==> config.mk <==
export PLATFORM = sky130hd
export DESIGN_NAME = bcd_snapshot_clock
export DESIGN_NICKNAME = d
export VERILOG_FILES = /design/src/rtl/calclk_pkg.sv /design/src/rtl/calclk_prescale.sv /design/src/rtl/calclk_chain.sv /design/src/rtl/calclk_regs.sv /design/src/rtl/bcd_snapshot_clock.sv
export SDC_FILE = /design/constraint.sdc
export NUM_CORES = 1
export LEC_CHECK = 0
export BUFFER_PORTS_ARGS = -buffer_cell sky130_fd_sc_hd__clkbuf_2
export CORE_ASPECT_RATIO = 0.7
export CORE_MARGIN = 8
export CORE_UTILIZATION = 55
export DETAILED_ROUTE_END_ITERATION = 6
export PLACE_DENSITY_LB_ADDON = 0.15
export SETUP_SLACK_MARGIN = 0.02
export SYNTH_ARGS = -nofsm -noshare
export SYNTH_HDL_FRONTEND = slang
export SYNTH_SLANG_ARGS = --single-unit
==> constraint.sdc <==
create_clock -name clk -period 4.5 [get_ports clk]
set_input_delay 0.9 -clock clk [delete_from_list [all_inputs] [get_ports clk]]
set_output_delay 0.9 -clock clk [all_outputs]
set_load 0.01 [all_outputs]
==> src/rtl/calclk_pkg.sv <==
package calclk_pkg;

    localparam int BCD_W  = 8;
    localparam int ADDR_W = 4;

    typedef enum logic [ADDR_W-1:0] {
        A_CTRL  = 4'h0,
        A_CFG   = 4'h1,
        A_SEC   = 4'h2,
        A_MIN   = 4'h3,
        A_HOUR  = 4'h4,
        A_WDAY  = 4'h5,
        A_DATE  = 4'h6,
        A_MONTH = 4'h7,
        A_YEAR  = 4'h8
    } reg_addr_e;

    typedef struct packed {
        logic [BCD_W-1:0] year;
        logic [BCD_W-1:0] month;
        logic [BCD_W-1:0] date;
        logic [BCD_W-1:0] wday;
        logic [BCD_W-1:0] hour;
        logic [BCD_W-1:0] min;
        logic [BCD_W-1:0] sec;
    } cal_time_t;

    localparam cal_time_t TIME_RST = '{year: 8'h00, month: 8'h01, date: 8'h01,
                                       wday: 8'h01, hour: 8'h00, min: 8'h00,
                                       sec: 8'h00};

    localparam logic [BCD_W-1:0] CFG_RST = 8'h80;

    // One BCD step: returns {wrapped, next value}
    function automatic logic [BCD_W:0] bcd_step(input logic [BCD_W-1:0] v,
                                                input logic [BCD_W-1:0] last,
                                                input logic [BCD_W-1:0] first);
        logic [BCD_W:0] r;
        if (v == last)
            r = {1'b1, first};
        else if (v[3:0] == 4'h9)
            r = {1'b0, v[7:4] + 4'h1, 4'h0};
        else
            r = {1'b0, v + 8'h01};
        return r;
    endfunction

    function automatic logic is_leap(input logic [BCD_W-1:0] yr);
        logic lo_ok;
        if (yr[4] == 1'b0)
            lo_ok = (yr[3:0] == 4'h0) || (yr[3:0] == 4'h4) || (yr[3:0] == 4'h8);
        else
            lo_ok = (yr[3:0] == 4'h2) || (yr[3:0] == 4'h6);
        return lo_ok;
    endfunction

    function automatic logic [BCD_W-1:0] month_last(input logic [BCD_W-1:0] mo,
                                                    input logic [BCD_W-1:0] yr);
        logic [BCD_W-1:0] d;
        case (mo)
            8'h02:                      d = is_leap(yr) ? 8'h29 : 8'h28;
            8'h04, 8'h06, 8'h09, 8'h11: d = 8'h30;
            default:                    d = 8'h31;
        endcase
        return d;
    endfunction

endpackage

==> src/rtl/calclk_prescale.sv <==
module calclk_prescale #(
    parameter int PRESCALE_W = 15,
    parameter int CAL_BIT    = 5
) (
    input  logic clk,
    input  logic rst,
    input  logic base_tick,
    input  logic halt,
    input  logic cal_en,
    output logic sec_tick,
    output logic cal_out
);
    logic [PRESCALE_W-1:0] div_q;
    logic                  run;

    assign run      = base_tick & ~halt;
    assign sec_tick = run & (&div_q);
    assign cal_out  = cal_en & div_q[CAL_BIT];

    always_ff @(posedge clk) begin
        if (rst)
            div_q <= '0;
        else if (run)
            div_q <= div_q + 1'b1;
    end
endmodule

==> src/rtl/calclk_chain.sv <==
module calclk_chain
    import calclk_pkg::*;
(
    input  logic      clk,
    input  logic      rst,
    input  logic      sec_tick,
    input  logic      freeze,
    input  logic      commit,
    input  cal_time_t load_val,
    output cal_time_t now_q,
    output cal_time_t upcoming,
    output logic      century
);
    logic [BCD_W:0] s_st, m_st, h_st, d_st, dt_st, mo_st, y_st;
    logic           c_min, c_hr, c_day, c_mon, c_yr, adv;
    cal_time_t      stepped;

    assign s_st  = bcd_step(now_q.sec,   8'h59, 8'h00);
    assign m_st  = bcd_step(now_q.min,   8'h59, 8'h00);
    assign h_st  = bcd_step(now_q.hour,  8'h23, 8'h00);
    assign d_st  = bcd_step(now_q.wday,  8'h07, 8'h01);
    assign dt_st = bcd_step(now_q.date,  month_last(now_q.month, now_q.year), 8'h01);
    assign mo_st = bcd_step(now_q.month, 8'h12, 8'h01);
    assign y_st  = bcd_step(now_q.year,  8'h99, 8'h00);

    assign c_min = s_st[BCD_W];
    assign c_hr  = c_min & m_st[BCD_W];
    assign c_day = c_hr  & h_st[BCD_W];
    assign c_mon = c_day & dt_st[BCD_W];
    assign c_yr  = c_mon & mo_st[BCD_W];

    always_comb begin
        stepped.sec   = s_st[BCD_W-1:0];
        stepped.min   = c_min ? m_st[BCD_W-1:0]  : now_q.min;
        stepped.hour  = c_hr  ? h_st[BCD_W-1:0]  : now_q.hour;
        stepped.wday  = c_day ? d_st[BCD_W-1:0]  : now_q.wday;
        stepped.date  = c_day ? dt_st[BCD_W-1:0] : now_q.date;
        stepped.month = c_mon ? mo_st[BCD_W-1:0] : now_q.month;
        stepped.year  = c_yr  ? y_st[BCD_W-1:0]  : now_q.year;
    end

    assign adv      = sec_tick & ~freeze;
    assign upcoming = commit ? load_val : (adv ? stepped : now_q);
    assign century  = adv & ~commit & c_yr & y_st[BCD_W];

    always_ff @(posedge clk) begin
        if (rst)
            now_q <= TIME_RST;
        else
            now_q <= upcoming;
    end
endmodule

==> src/rtl/calclk_regs.sv <==
module calclk_regs
    import calclk_pkg::*;
(
    input  logic              clk,
    input  logic              rst,
    input  logic              bus_wr,
    input  logic              bus_rd,
    input  logic [ADDR_W-1:0] bus_addr,
    input  logic [BCD_W-1:0]  bus_wdata,
    input  cal_time_t         upcoming,
    input  logic              century,
    output cal_time_t         hold_q,
    output logic              w_bit,
    output logic              commit,
    output logic              osc_dis,
    output logic              cal_en,
    output logic [BCD_W-1:0]  bus_rdata
);
    logic             r_bit, r_d, w_d, cf, capture;
    logic [BCD_W-1:0] cfg_q;
    logic [BCD_W-1:0] rd_mux;

    assign capture = r_bit & ~r_d;
    assign commit  = w_d & ~w_bit;
    assign osc_dis = cfg_q[BCD_W-1];

    always_comb begin
        case (bus_addr)
            A_CTRL:  rd_mux = {1'b0, cf, 3'b000, cal_en, w_bit, r_bit};
            A_CFG:   rd_mux = cfg_q;
            A_SEC:   rd_mux = hold_q.sec;
            A_MIN:   rd_mux = hold_q.min;
            A_HOUR:  rd_mux = hold_q.hour;
            A_WDAY:  rd_mux = hold_q.wday;
            A_DATE:  rd_mux = hold_q.date;
            A_MONTH: rd_mux = hold_q.month;
            A_YEAR:  rd_mux = hold_q.year;
            default: rd_mux = '0;
        endcase
    end

    always_ff @(posedge clk) begin
        if (rst) begin
            r_bit     <= 1'b0;
            r_d       <= 1'b0;
            w_bit     <= 1'b0;
            w_d       <= 1'b0;
            cal_en    <= 1'b0;
            cf        <= 1'b0;
            cfg_q     <= CFG_RST;
            hold_q    <= TIME_RST;
            bus_rdata <= '0;
        end else begin
            r_d <= r_bit;
            w_d <= w_bit;
            if (bus_wr) begin
                case (bus_addr)
                    A_CTRL:  {cal_en, w_bit, r_bit} <= bus_wdata[2:0];
                    A_CFG:   cfg_q        <= bus_wdata;
                    A_SEC:   hold_q.sec   <= bus_wdata;
                    A_MIN:   hold_q.min   <= bus_wdata;
                    A_HOUR:  hold_q.hour  <= bus_wdata;
                    A_WDAY:  hold_q.wday  <= bus_wdata;
                    A_DATE:  hold_q.date  <= bus_wdata;
                    A_MONTH: hold_q.month <= bus_wdata;
                    A_YEAR:  hold_q.year  <= bus_wdata;
                    default: ;
                endcase
            end
            if (capture)
                hold_q <= upcoming;
            if (century)
                cf <= 1'b1;
            else if (bus_rd && bus_addr == A_CTRL)
                cf <= 1'b0;
            if (bus_rd)
                bus_rdata <= rd_mux;
        end
    end
endmodule

==> src/rtl/bcd_snapshot_clock.sv <==
module bcd_snapshot_clock
    import calclk_pkg::*;
#(
    parameter int PRESCALE_W = 15,
    parameter int CAL_BIT    = 5
) (
    input  logic              clk,
    input  logic              rst,
    input  logic              base_tick,
    input  logic              bus_wr,
    input  logic              bus_rd,
    input  logic [ADDR_W-1:0] bus_addr,
    input  logic [BCD_W-1:0]  bus_wdata,
    output logic [BCD_W-1:0]  bus_rdata,
    output logic              cal_out
);
    cal_time_t cnt_q, cnt_nx, hold_q;
    logic      sec_tick, century, w_bit, commit, osc_dis, cal_en;

    calclk_prescale #(.PRESCALE_W(PRESCALE_W), .CAL_BIT(CAL_BIT)) u_pre (
        .clk      (clk),
        .rst      (rst),
        .base_tick(base_tick),
        .halt     (osc_dis),
        .cal_en   (cal_en),
        .sec_tick (sec_tick),
        .cal_out  (cal_out)
    );

    calclk_chain u_chain (
        .clk     (clk),
        .rst     (rst),
        .sec_tick(sec_tick),
        .freeze  (w_bit),
        .commit  (commit),
        .load_val(hold_q),
        .now_q   (cnt_q),
        .upcoming(cnt_nx),
        .century (century)
    );

    calclk_regs u_regs (
        .clk      (clk),
        .rst      (rst),
        .bus_wr   (bus_wr),
        .bus_rd   (bus_rd),
        .bus_addr (bus_addr),
        .bus_wdata(bus_wdata),
        .upcoming (cnt_nx),
        .century  (century),
        .hold_q   (hold_q),
        .w_bit    (w_bit),
        .commit   (commit),
        .osc_dis  (osc_dis),
        .cal_en   (cal_en),
        .bus_rdata(bus_rdata)
    );
endmodule

Word level (Yosys, flattened, before mapping)
Cells that the tools add are included.
Word-level totals
  input bits: 17
  output and inout bits: 9
  bits in registers: 149
Operators by class
  $add $sub $neg: 15
  muxes and demuxes: 38
  reduce and logical (&&, ||, !) cells: 26
  bitwise gates (word level): 17
  eq/ne operators: 31
Operators by type and width (number)
  two-way mux 56 bit: 4
  two-way mux 8 bit: 21
  one-hot mux 8 bit (9 select lines): 1
  adder 8 x 1 -> 8 bit, second input constant: 7
  two-way mux 9 bit: 6
  equality test 4 bit, second input constant: 9
  adder 4 x 1 -> 4 bit, second input constant: 7
  equality test 4 x 3 -> 1 bit, second input constant: 6
  equality test 8 x 3 -> 1 bit, second input constant: 3
  AND reduction 2 bit: 9
  nonzero test 2 bit: 9
  equality test 8 x 5 -> 1 bit, second input constant: 2
  equality test 8 x 7 -> 1 bit, second input constant: 2
  one-hot mux 8 bit (2 select lines): 1
  adder 15 x 1 -> 15 bit, second input constant: 1
  AND reduction 15 bit: 1
  AND 1 bit: 13
  equality test 4 x 2 -> 1 bit, second input constant: 3
  equality test 8 x 2 -> 1 bit, second input constant: 1
  equality test 8 x 4 -> 1 bit, second input constant: 1
  equality test 8 x 6 -> 1 bit, second input constant: 1
  equality test 8 bit: 1
  equality test 8 bit, second input constant: 1
  zero test 4 bit: 2
  6 further kinds: 15

Longest topological paths before layout
  word-level depth: 15
  mapped depth: 13

Cells and area by module
A second synthesis with hierarchy kept.
Second synthesis, totals
  cell total of the unflattened synthesis: 1139
  area total of the unflattened synthesis: 9178.8 um^2
Modules (own cells, without submodules)
  calclk_chain: area each 4393.0 um^2, sequential area each 1121.1 um^2, instances 1, cells each 595
  calclk_regs: area each 4035.1 um^2, sequential area each 1561.5 um^2, instances 1, cells each 458
  calclk_prescale: area each 750.7 um^2, sequential area each 300.3 um^2, instances 1, cells each 86

Worst setup path before layout
OpenSTA, ideal clock, no wires.
  kind: input -> register
  from: input base_tick
  to: register u_chain.now_q[53] (netlist bit)
  cell stages on the path: 9
  arrival: 2890 ps
  required time: 4385 ps
  path slack: 1496 ps
  cell sequence: nor2b_1 > buf_2 > nand4_1 > nor3_2 > nand2_1 > clkbuf_1 > nor3_4 > mux2_2 > o21a_1
Between the ends
  cells in the longest elaborated chain, start to end: 5
RTL lines
  start, declared: RTL line bcd_snapshot_clock.sv:9  | input logic base_tick,
  AND 1 bit: RTL line calclk_prescale.sv:16  | assign run = base_tick & ~halt;
  AND 1 bit: RTL line calclk_prescale.sv:17  | assign sec_tick = run & (&div_q);
  AND 1 bit: RTL line calclk_chain.sv:42  | assign adv = sec_tick & ~freeze;
  two-way mux 56 bit (2 in series): RTL line calclk_chain.sv:43  | assign upcoming = commit ? load_val : (adv ? stepped : now_q);
  end signal, assigned: RTL line calclk_chain.sv:50  | now_q <= upcoming;
  end, declared: RTL line calclk_chain.sv:10  | output cal_time_t now_q,
Every way passes these cells.
A chain may end at the register's enable or synchronous reset.

Worst setup path after layout
  from: register u_chain.now_q[41] (netlist bit)
  to: register u_chain.now_q[54] (netlist bit)
Between the ends
  cells in the longest elaborated chain, start to end: 10
  elaborated cells between the ends (all ways): 16
RTL lines
  equality test 8 x 3 -> 1 bit, or another cell as far along: RTL line calclk_pkg.sv:60  | case (mo)
  OR reduction 4 bit: RTL line calclk_pkg.sv:60
  one-hot mux 8 bit (2 select lines): RTL line calclk_pkg.sv:60
  equality test 8 bit: RTL line calclk_pkg.sv:39  | if (v == last)
  two-way mux 9 bit: RTL line calclk_pkg.sv:39
  AND 1 bit: RTL line calclk_chain.sv:29  | assign c_mon = c_day & dt_st[BCD_W];
  AND 1 bit *: RTL line calclk_chain.sv:30  | assign c_yr = c_mon & mo_st[BCD_W];
  two-way mux 8 bit *: RTL line calclk_chain.sv:39  | stepped.year = c_yr ? y_st[BCD_W-1:0] : now_q.year;
  two-way mux 56 bit * (2 in series): RTL line calclk_chain.sv:43
Mark *: on every way between the ends. The rest lies on a longest branch, timed or not.

==> results.sh <==
export IMPL_status="finished, final reports clean"
export IMPL_die_h_um=121
export IMPL_critPathMaxStageDelay_ps=830
export IMPL_rsz0062_at_grt="false"
export IMPL_cp_data_arrival_time_ps=3700
export IMPL_io_buffers=25
export IMPL_ys_seq_elements=149
export IMPL_sw_frac_of_total_pct=27.0
export IMPL_cp_max_fo=15
export IMPL_place_congestion=0.939
export IMPL_crit_family="compound AO/OA/AOI/OAI gates"
export IMPL_postCtsSetupRepairBufs=0
export IMPL_fin_nets=1138
export IMPL_area_delta_synth_final_pct=9.11
export IMPL_combinationalPowerShare_pct=5.6
export IMPL_holdBufCountCts=0
export IMPL_design_die_area_sq_mm=0.0201
export IMPL_total_power_mw=2.93
export IMPL_fin_crit_sh_pct=74.4
export IMPL_synth_edf_count=0
export IMPL_synth_area_sq_mm=0.00866
export IMPL_clk_pin_slew_ps=70
export IMPL_cp_start_kind="flop"
export IMPL_tns_ps=0
export IMPL_max_freq_ghz=0.298
export IMPL_synthFlopType="dfxtp_1"
export IMPL_ys_types=77
export IMPL_worst_slew_pin_slew_ps=1030
export IMPL_crit_path_end_kind="flop"
export IMPL_syn_nets=1159
export IMPL_hpwlAfterDp_um=18400
export IMPL_final_cells=1310
export IMPL_drtAntennaViolNets=0
export IMPL_yosys_top_cells_area="dfxtp_1 (34%), nor2_1 (6.2%), a211oi_1 (5.2%)"
export IMPL_drive_gt1_share_pct=9.11
export IMPL_crit_buf_inv=0
export IMPL_clock_latency_ps=440
export IMPL_final_max_slew_violation_count=0
export IMPL_clockBufferDepth=2
export IMPL_power_frac_seq_pct=46.6
export IMPL_async_flop_share_pct=0
export IMPL_fp_row_count=38
export IMPL_peakVddDrop_uv=297
export IMPL_power_switching_mw=0.793
export IMPL_cts_tree="yes"
export IMPL_crit_slowest_cell="o41ai_1"
export IMPL_fin_ws_ps=1150
export IMPL_initial_core_util_pct=56.1
export IMPL_clkSinkCount=149
export IMPL_first_pass_iters=6
export IMPL_finalHoldViolCount=0
export IMPL_grt_pass1_vias=7567
export IMPL_ys_seq_area_share_pct=34.4
export IMPL_cts_repair_resized=0
export IMPL_required_ps=4850
export IMPL_setup_viol=0
export IMPL_first_iter_violations=1048
export IMPL_fin_worst_skew_ps=11.2
export IMPL_syn_avg_cell_area_sq_um=7.76
export IMPL_postRouteWirelength_um=26200
export IMPL_viasPerCell=6.50
export IMPL_maxSlewHeadroom_pct=30.7
export IMPL_hp_class="flop to flop"
export IMPL_placed_cells=1277
export IMPL_yosysTopAreaCell="dfxtp_1"
export IMPL_dpl_worst_slack_ps=817
export IMPL_grt_pass1_wl_um=41300
export IMPL_root_buffer="clkbuf_16"
export IMPL_synth_top_area_share_pct=34.4
export IMPL_fp_coreArea_sq_mm=0.0155
export IMPL_p_per_area_mw_per_mm2=310
export IMPL_p_leak_nw=3.53
export IMPL_path_class="flop to flop"
export IMPL_overflow=0
export IMPL_post_route_min_period_ps=3350
export IMPL_path_cells="and2b_1 -> nand3b_1 -> o41ai_1 -> o2111ai_1 -> nand2_2 -> nand3_1 -> or4_1 -> a311oi_1"
export IMPL_die_w_um=166
export IMPL_ios=26
export IMPL_grt_max_degree=84
export IMPL_yosys_warnings=0
export IMPL_track_usage_pct=25.6
export IMPL_cts_inserted_buffers=17
export IMPL_cap_violations=0
export IMPL_h_tree_depth=4
export IMPL_internal_power_mw=2.14
export IMPL_post_drt_wl_per_cell_um=20.0
export IMPL_antenna_found_initial=0
export IMPL_drc=0
export IMPL_clkPwrFrac_pct=47.8
export IMPL_vias=8512
export IMPL_synthesis_instances=1117
==> sequential cells by signal, indices dropped and copies added (netlist names) <==
| register | cells |
|---|---|
| u_regs.r_d | 1 |
| u_regs.w_bit | 1 |
| u_regs.bus_rdata | 8 |
| u_regs.hold_q | 56 |
| u_regs.cal_en | 1 |
| u_regs.cfg_q | 8 |
| u_chain.now_q | 56 |
| u_regs.cf | 1 |
| u_regs.w_d | 1 |
| u_regs.r_bit | 1 |
| u_pre.div_q | 15 |
==> layout by cell type, fill, tap and decap left out, types with 10 or more instances in the layout <==
| cell | count |
|---|---|
| clkbuf_16 | 17 |
| nor2b_1 | 22 |
| nor3_1 | 32 |
| buf_4 | 20 |
| xor2_1 | 16 |
| nand2b_1 | 14 |
| a31oi_1 | 14 |
| or3_1 | 10 |
| o21ai_0 | 40 |
| nand3_1 | 55 |
| nand4_1 | 18 |
| mux2i_1 | 26 |
| o22ai_1 | 13 |
| ha_1 | 25 |
| a21oi_1 | 76 |
| nor2_1 | 144 |
| a211oi_1 | 60 |
| a22oi_1 | 13 |
| inv_1 | 24 |
| clkbuf_2 | 24 |
| and3_1 | 28 |
| nand2_1 | 105 |
| xnor2_1 | 10 |
| dfxtp_1 | 149 |
==> cells by family (layout without fill, tap and decap cells) <==
group           count (synthesis)  count (layout)  share of synthesized area (%)
other cells                     0               1                              0
flops                         149             149                           34.4
compound gates                294             294                           22.9
simple gates                  481             481                           27.5
xor+xnor                       26              26                           2.63
mux                            33              33                           3.91
fa+ha+maj                      25              25                           3.61
buf+inv                       109             101                           5.00
==> through the flow <==
| stage | util [%] | hold slack, ps | area, sq um |
|---|---|---|---|
| after floorplan | - | 431 | 8660 |
| after global placement | 57.5 | 442 | 8880 |
| after detailed placement | 57.5 | 449 | 8880 |
| after CTS | 61.2 | 458 | 9450 |
| after global routing | 61.2 | 471 | 9450 |
| final | 61.2 | 456 | 9450 |
==> per-layer routing <==
layer  GRT usage (%)  share of wire (%)
met3            6.73                 10
met4            7.47                1.5
met5               0                  0
met1            37.6                 48
met2            35.5                 40
==> cell usage after synthesis, types with 18 or more instances <==
library cell and count:
a211oi_1 60, nor3_1 32, dfxtp_1 149, nor2_1 144, mux2i_1 26, nor2b_1 24
inv_1 24, a21oi_1 76, and3_1 28, nand2_1 105, o21ai_0 40, ha_1 25
nand4_1 18, nand3_1 55, clkbuf_1 70
==> power by group through the flow <==
stage	clock network, mW	logic (mW)	registers (mW)
global route	1.48	0.177	1.37
detailed placement	0	0.159	1.39
CTS	1.41	0.160	1.36
global placement	0	0.157	1.39
floorplan	0	0.114	1.38
finish	1.40	0.164	1.37
==> path summary, 6_finish.rpt <==
| path | slack [ps] | to | cells after the start | startpoint |
|---|---|---|---|---|
| worst min register to register | 460 | u_regs.cfg_q[3]$_SDFFE_PP0P_ | 2 | u_regs.cfg_q[3]$_SDFFE_PP0P_ |
| worst max-delay path | 1150 | u_chain.now_q[54]$_SDFF_PP0_ | 8 | u_chain.now_q[41]$_SDFF_PP0_ |
| worst max register to register | 1150 | u_chain.now_q[54]$_SDFF_PP0_ | 8 | u_chain.now_q[41]$_SDFF_PP0_ |
| worst min-delay path | 460 | u_regs.cfg_q[3]$_SDFFE_PP0P_ | 2 | u_regs.cfg_q[3]$_SDFFE_PP0P_ |
==> worst register-to-register path, delay by kind of cell, from the launching register on <==
kind               cells  cell delay, ps
AOI/OAI and AO/OA      3            1380
DFF                    1             520
and+or+nand+nor        5            1370
==> cell type report <==
class	instances	area, sq um
Fill cell	1399	6000
Multi-Input combinational cell	859	5270
Sequential cell	149	2980
Clock buffer	18	439
Timing Repair Buffer	45	290
Tap cell	200	250
Clock inverter	14	133
Inverter	24	90.1
Antenna cell	1	2.50
No activity file was read; power rests on OpenSTA's default activity.
